File: src/rtl/clkgen_pkg.sv
package clkgen_pkg;

    localparam int DIV_W = 5;

    typedef enum logic [1:0] {
        ST_HIZ    = 2'd0,
        ST_RUN100 = 2'd1,
        ST_RUN133 = 2'd2,
        ST_TEST   = 2'd3
    } mode_e;

    typedef enum logic [2:0] {
        CH_CPU  = 3'd0,
        CH_HALF = 3'd1,
        CH_G66  = 3'd2,
        CH_G33  = 3'd3,
        CH_APIC = 3'd4,
        CH_48   = 3'd5
    } chan_e;

    localparam int NUM_CH = 6;

    // code = {sel_fast, fsel[1], fsel[0]}
    function automatic mode_e decode_mode(input logic [2:0] code);
        mode_e m;
        case (code)
            3'b010, 3'b011: m = ST_RUN100;
            3'b110, 3'b111: m = ST_RUN133;
            3'b100:         m = ST_TEST;
            default:        m = ST_HIZ;
        endcase
        return m;
    endfunction

    // divisor in counter ticks for each channel and state
    function automatic int divisor(input mode_e m, input chan_e c, input logic apic_fixed);
        int d;
        d = 2;
        case (m)
            ST_RUN100: begin
                case (c)
                    CH_CPU:  d = 2;
                    CH_HALF: d = 4;
                    CH_G66:  d = 3;
                    CH_G33:  d = 6;
                    CH_APIC: d = apic_fixed ? 12 : 8;
                    default: d = 2;
                endcase
            end
            ST_RUN133: begin
                case (c)
                    CH_CPU:  d = 3;
                    CH_HALF: d = 6;
                    CH_G66:  d = 6;
                    CH_G33:  d = 12;
                    CH_APIC: d = apic_fixed ? 24 : 12;
                    default: d = 2;
                endcase
            end
            ST_TEST: begin
                case (c)
                    CH_CPU:  d = 2;
                    CH_HALF: d = 4;
                    CH_G66:  d = 4;
                    CH_G33:  d = 8;
                    CH_APIC: d = 16;
                    default: d = 2;
                endcase
            end
            default: d = 2;
        endcase
        return d;
    endfunction

endpackage

File: src/rtl/clkgen_mode_fsm.sv
module clkgen_mode_fsm
    import clkgen_pkg::*;
(
    input  logic       clk,
    input  logic       rst_n,
    input  logic [2:0] code,
    input  logic       strap_n,
    output mode_e      mode,
    output logic       apic_fixed,
    output logic       en48,
    output logic       active,
    output logic       test_mode
);

    mode_e state;
    logic  running;
    logic  fixed_q;
    logic  en48_q;

    // state register: T_LOAD in reset, T_HOLD otherwise
    always_ff @(posedge clk) begin
        if (!rst_n) begin
            state   <= decode_mode(code);
            fixed_q <= ~strap_n;
            en48_q  <= code[0];
            running <= 1'b0;
        end else begin
            running <= 1'b1;
        end
    end

    // outputs of each state
    always_comb begin
        mode       = state;
        apic_fixed = fixed_q;
        en48       = 1'b0;
        active     = 1'b0;
        test_mode  = 1'b0;
        unique case (state)
            ST_HIZ: begin
                active = 1'b0;
            end
            ST_RUN100, ST_RUN133: begin
                active = running;
                en48   = en48_q;
            end
            ST_TEST: begin
                active    = running;
                test_mode = 1'b1;
            end
        endcase
    end

endmodule

File: src/rtl/clkgen_tick_gen.sv
module clkgen_tick_gen #(
    parameter int SYNC_STAGES = 2
) (
    input  logic clk,
    input  logic rst_n,
    input  logic test_mode,
    input  logic tclk_in,
    input  logic ref_in,
    input  logic c48_in,
    output logic tick,
    output logic tclk_lvl,
    output logic ref_lvl,
    output logic c48_lvl
);

    localparam int NSIG = 3;

    logic [NSIG-1:0] stg [SYNC_STAGES];
    logic            tclk_prev;

    always_ff @(posedge clk) begin
        if (!rst_n) begin
            for (int i = 0; i < SYNC_STAGES; i++) stg[i] <= '0;
            tclk_prev <= 1'b0;
        end else begin
            stg[0] <= {c48_in, ref_in, tclk_in};
            for (int i = 1; i < SYNC_STAGES; i++) stg[i] <= stg[i-1];
            tclk_prev <= stg[SYNC_STAGES-1][0];
        end
    end

    assign tclk_lvl = stg[SYNC_STAGES-1][0];
    assign ref_lvl  = stg[SYNC_STAGES-1][1];
    assign c48_lvl  = stg[SYNC_STAGES-1][2];
    assign tick     = test_mode ? (tclk_lvl & ~tclk_prev) : 1'b1;

endmodule

File: src/rtl/clkgen_div_chan.sv
module clkgen_div_chan #(
    parameter int CNT_W = 5,
    parameter bit GATED = 1'b0
) (
    input  logic             clk,
    input  logic             rst_n,
    input  logic             tick,
    input  logic [CNT_W-1:0] div,
    input  logic             run,
    input  logic             stop_n,
    output logic             q
);

    logic [CNT_W-1:0] cnt;
    logic [CNT_W-1:0] hi;
    logic             last;
    logic             en;
    logic             en_src;

    assign hi     = (div + CNT_W'(1)) >> 1;
    assign last   = (cnt == div - CNT_W'(1));
    assign en_src = GATED ? stop_n : 1'b1;

    always_ff @(posedge clk) begin
        if (!rst_n) begin
            cnt <= '0;
            en  <= en_src;
            q   <= 1'b0;
        end else begin
            if (!run) begin
                en <= en_src;
            end else if (tick) begin
                cnt <= last ? '0 : cnt + CNT_W'(1);
                if (last) en <= en_src;
            end
            q <= run && en && (cnt < hi);
        end
    end

endmodule

File: src/rtl/clkgen_mode_ctrl.sv
module clkgen_mode_ctrl
    import clkgen_pkg::*;
#(
    parameter int N_CPU       = 6,
    parameter int N_HALF      = 2,
    parameter int N_G66       = 4,
    parameter int N_G33       = 2,
    parameter int N_APIC      = 6,
    parameter int N_REF       = 2,
    parameter int CNT_W       = DIV_W,
    parameter int SYNC_STAGES = 2
) (
    input  logic              clk,
    input  logic              rst_n,
    input  logic              sel_fast,
    input  logic [1:0]        fsel,
    input  logic              apic_strap_n,
    input  logic              cpu_stop_n,
    input  logic              tclk_in,
    input  logic              ref_in,
    input  logic              c48_in,
    output logic              out_oe,
    output logic [N_CPU-1:0]  out_cpu,
    output logic [N_HALF-1:0] out_half,
    output logic [N_G66-1:0]  out_g66,
    output logic [N_G33-1:0]  out_g33,
    output logic [N_APIC-1:0] out_apic,
    output logic              out_48,
    output logic [N_REF-1:0]  out_ref
);

    logic [2:0]        code;
    mode_e             mode;
    logic              apic_fixed;
    logic              en48;
    logic              active;
    logic              test_mode;
    logic              tick;
    logic              tclk_lvl;
    logic              ref_lvl;
    logic              c48_lvl;
    logic [NUM_CH-1:0] div_q;
    logic              q48_r;
    logic              ref_r;

    assign code = {sel_fast, fsel};

    clkgen_mode_fsm u_fsm (
        .clk        (clk),
        .rst_n      (rst_n),
        .code       (code),
        .strap_n    (apic_strap_n),
        .mode       (mode),
        .apic_fixed (apic_fixed),
        .en48       (en48),
        .active     (active),
        .test_mode  (test_mode)
    );

    clkgen_tick_gen #(.SYNC_STAGES(SYNC_STAGES)) u_tick (
        .clk       (clk),
        .rst_n     (rst_n),
        .test_mode (test_mode),
        .tclk_in   (tclk_in),
        .ref_in    (ref_in),
        .c48_in    (c48_in),
        .tick      (tick),
        .tclk_lvl  (tclk_lvl),
        .ref_lvl   (ref_lvl),
        .c48_lvl   (c48_lvl)
    );

    for (genvar g = 0; g < NUM_CH; g++) begin : g_chan
        logic [CNT_W-1:0] dv;
        assign dv = CNT_W'(divisor(mode, chan_e'(g), apic_fixed));
        clkgen_div_chan #(
            .CNT_W (CNT_W),
            .GATED (g == int'(CH_G66))
        ) u_div (
            .clk    (clk),
            .rst_n  (rst_n),
            .tick   (tick),
            .div    (dv),
            .run    (active),
            .stop_n (cpu_stop_n),
            .q      (div_q[g])
        );
    end

    always_ff @(posedge clk) begin
        if (!rst_n) begin
            q48_r <= 1'b0;
            ref_r <= 1'b0;
        end else begin
            q48_r <= active & ~test_mode & en48 & c48_lvl;
            ref_r <= active & (test_mode ? tclk_lvl : ref_lvl);
        end
    end

    assign out_oe   = active;
    assign out_cpu  = {N_CPU{div_q[CH_CPU]}};
    assign out_half = {N_HALF{div_q[CH_HALF]}};
    assign out_g66  = {N_G66{div_q[CH_G66]}};
    assign out_g33  = {N_G33{div_q[CH_G33]}};
    assign out_apic = {N_APIC{div_q[CH_APIC]}};
    assign out_48   = test_mode ? div_q[CH_48] : q48_r;
    assign out_ref  = {N_REF{ref_r}};

endmodule

File: config.mk
export PLATFORM = sky130hd
export DESIGN_NAME = clkgen_mode_ctrl
export DESIGN_NICKNAME = d
export VERILOG_FILES = /design/src/rtl/clkgen_pkg.sv /design/src/rtl/clkgen_mode_fsm.sv /design/src/rtl/clkgen_tick_gen.sv /design/src/rtl/clkgen_div_chan.sv /design/src/rtl/clkgen_mode_ctrl.sv
export SDC_FILE = /design/constraint.sdc
export NUM_CORES = 1
export LEC_CHECK = 0
export BUFFER_PORTS_ARGS = -buffer_cell sky130_fd_sc_hd__buf_2
export CAP_MARGIN = 20
export CORE_ASPECT_RATIO = 1.4
export CORE_MARGIN = 4
export CORE_UTILIZATION = 43
export CTS_BUF_LIST = sky130_fd_sc_hd__clkbuf_4
export CTS_CLUSTER_DIAMETER = 50
export CTS_CLUSTER_SIZE = 10
export DETAILED_ROUTE_END_ITERATION = 6
export SLEW_MARGIN = 20
export SYNTH_ARGS = -nofsm -noshare
export SYNTH_HDL_FRONTEND = slang
export SYNTH_SLANG_ARGS = --single-unit
File: constraint.sdc
create_clock -name clk -period 2.48 [get_ports clk]
set_clock_uncertainty 0.2 [all_clocks]
set_input_delay 0 -clock clk [delete_from_list [all_inputs] [get_ports clk]]
set_output_delay 0 -clock clk [all_outputs]
set_load 0.02 [all_outputs]
==> out/metrics.cfg <==
[finish]
n_fill_cell=624
antenna_cells=0
multi_input_area_um2=1660
nets=406
fin_cells=465
drive_above_1_share=0.239
regArea_um2=1070
fin_area_um2=3460
area_growth_pct=14.6

[synth]
synth_warnings=0
synth_fa_ha_area_frac=0.0995
synth-simple-area-share=0.189
synthArstFlopShare=0
postSynthAreaPerCell_um2=9.18
ys_seq_area_frac=0.355
synth_area_um2=3020
muxShareOfSynthArea=0.0170
synth.distinct_cells=54
synth_cells=329
synth_xor_area_frac=0.0638
synth_nets=363
synth-compound-area-share=0.174
synth_top_family_by_area=simple AND/OR/NAND/NOR gates
synth_ff_type=dfxtp_1
synth_edf_count=5
ys_ff_latch=51

[placement]
postPlaceCellArea_um2=3230
dpl.cell_count=441
dpl.hpwl_um=4740
gp_congestion=0.797
port_buffers=33

[sta]
setup_violations=0
drv_slew=0
worst_pin_slew_ns=0.762
fin_crit_ns=2.39
hold_slack_ns=0.152
slew_headroom=0.492
hold_viol=0
fin_crit_sh=0.966
fmax_mhz=418
setup_tns_ns=0

[route]
routed_wl_um=6490
drt_first_pass_iters=4
vias=2398
drt.antenna.violating_nets=0
viasPerCell=5.16
wl_per_cell_um=14.0
drcViolationCount=0
drtIter0Drc=91

[floorplan]
io_pins=34
start_util=0.451
fp.coreArea_um2=6700
die-area_um2=8450
rows=35
die_height_um=107
die_x_um=78.8

[worst_setup_path]
required_ns=2.38
r2r_slack_ns=0.09
start_kind=register
end_kind=register
crit_type=reg2reg
arrival_ns=2.30
worstPathMaxFanout=6
cp-startpoint=u_fsm.mode[0]
endpoint=g_chan[2].u_div.en
reg2reg_depth=7
rr_startpoint=u_fsm.mode[0]
r2r_end=g_chan[2].u_div.en

[cts]
clock_latency_ns=0.37
cts_tree=done
cts-buffers-inserted=5
htree_levels=2
clockRootBuffer=clkbuf_4
path_clk_slew_ns=0.15
cts_buffer_depth=2
cts_sinks=51

[pwr]
power.density_nw_per_um2=500
p_leak_nw=1.40
p_total_mw=1.73
ir_drop_mv=0.362

[run]
max-cap-violations=0

[global_route]
antenna_found_initial=0
grt_max_degree=23
grt_usage=0.164
grt_pass1_wl_um=11200
grt_pass1_vias=2372
grt_overflow=0

[status]
status=finished clean

[worst_hold_path]
worstHoldPathType=in2reg

-- cell type report --
type | instances | share of cell area
inverter | 18 | 0.0195
multi-input combinational | 224 | 0.480
sequential | 51 | 0.310
clock buffer | 6 | 0.0130
tap | 92 | 0.0333
timing repair buffer | 72 | 0.142
clock inverter | 2 | 0.00253
-- flip-flops by register name, summed over array words and instances (netlist names) --
register and cells:
g_chan.u_div.cnt 30, g_chan.u_div.q 6, u_tick.stg 6, u_fsm.mode 2
g_chan.u_div.en 1, q48_r 1, ref_r 1, u_fsm.apic_fixed 1
u_fsm.en48_q 1, u_fsm.running 1, u_tick.tclk_prev 1
-- layer usage --
metal  vias up  GRT usage  routed length [µm]
met2        42      0.297                3360
met1      1123      0.191                2690
met5         -          0                   0
li1       1218          -                   -
met3        15     0.0286                 261
met4         0     0.0614                 176
-- through the flow --
stage | setup slack [ns] | util
global placement | 0.145 | 0.482
detailed placement | 0.0838 | 0.482
global route | -0.00275 | 0.516
CTS | 0.0449 | 0.511
finish | 0.0853 | 0.516
floorplan | 0.00205 | -
-- Yosys cell counts, types with 4 or more instances --
cell type	instances	area, µm²
nor2_1	23	86.3
inv_1	17	63.8
ha_1	24	300
a2111oi_2	8	120
a311oi_1	5	43.8
o21ai_0	13	65.1
a211oi_1	4	30.0
dfxtp_1	46	921
xor2_1	4	35.0
buf_2	5	25.0
edfxtp_1	5	150
a21oi_1	15	75.1
nand3_1	12	60.1
nand2_1	26	97.6
and2_1	10	62.6
a21o_1	6	45.0
mux2i_1	4	40.0
nand2b_1	5	31.3
buf_4	25	188
clkbuf_1	5	18.8
xnor2_1	18	158
-- how the worst min path moves through the flow --
stage / from / end / slack, ns / cells after the start
final: cpu_stop_n / g_chan[2].u_div.en / 0.15 / 2
after global routing: cpu_stop_n / g_chan[2].u_div.en / 0.16 / 2
after CTS: fsel[0] / u_fsm.en48_q / 0.15 / 2
after detailed placement: cpu_stop_n / g_chan[2].u_div.en / -0.001 / 1
after global placement: cpu_stop_n / g_chan[2].u_div.en / -0.005 / 1
after floorplan: rst_n / u_fsm.running / -0.17 / 0
-- critical path: stages, from the launching register on --
cell and delay [ns]:
edfxtp_1 0.43, buf_4 0.17, buf_4 0.15, ha_2 0.20, or4b_4 0.48, o32a_4 0.22, a21oi_4 0.16, a21o_1 0.13
-- timing repair --
item / 4_1_cts / 5_1_grt
buffers inserted: 0 / 2
resized for setup: 0 / 6
hold endpoints to repair: 25 / 0
endpoints found under the setup margin: 0 / 2
hold buffers: 14 / 0
-- cells by family after synthesis --
logic type | Yosys count
AOI/OAI and AO/OA | 67
muxes | 5
DFF | 51
xor gates and xnor gates | 22
buffers and inverters | 54
adders and majority gates | 24
and+or+nand+nor | 106
-- cells in the final DEF, fill, tap and decap left out, types with 3 or more instances in the layout --
cell,count
buf_4,25
edfxtp_1,5
xor2_1,4
a2111oi_2,8
nand2_1,26
a211oi_1,4
nand2b_1,5
nand4b_1,3
a21o_1,6
a311oi_1,5
o21ai_0,13
clkbuf_4,6
dfxtp_1,46
ha_1,22
dlygate4sd3_1,14
xnor2_1,18
and2_1,10
buf_2,33
inv_2,3
inv_1,15
mux2i_1,4
nor2_1,23
or3_1,3
nand3_1,12
a21oi_1,15
nor2b_1,3
nor3_1,3
-- report_power, final --
group,internal [mW],switching [mW],leakage [nW]
combinational,0.194,0.239,0.942
sequential,0.875,0.0406,0.424
clock,0.118,0.264,0.0331
(Power assumes the default switching activity.)
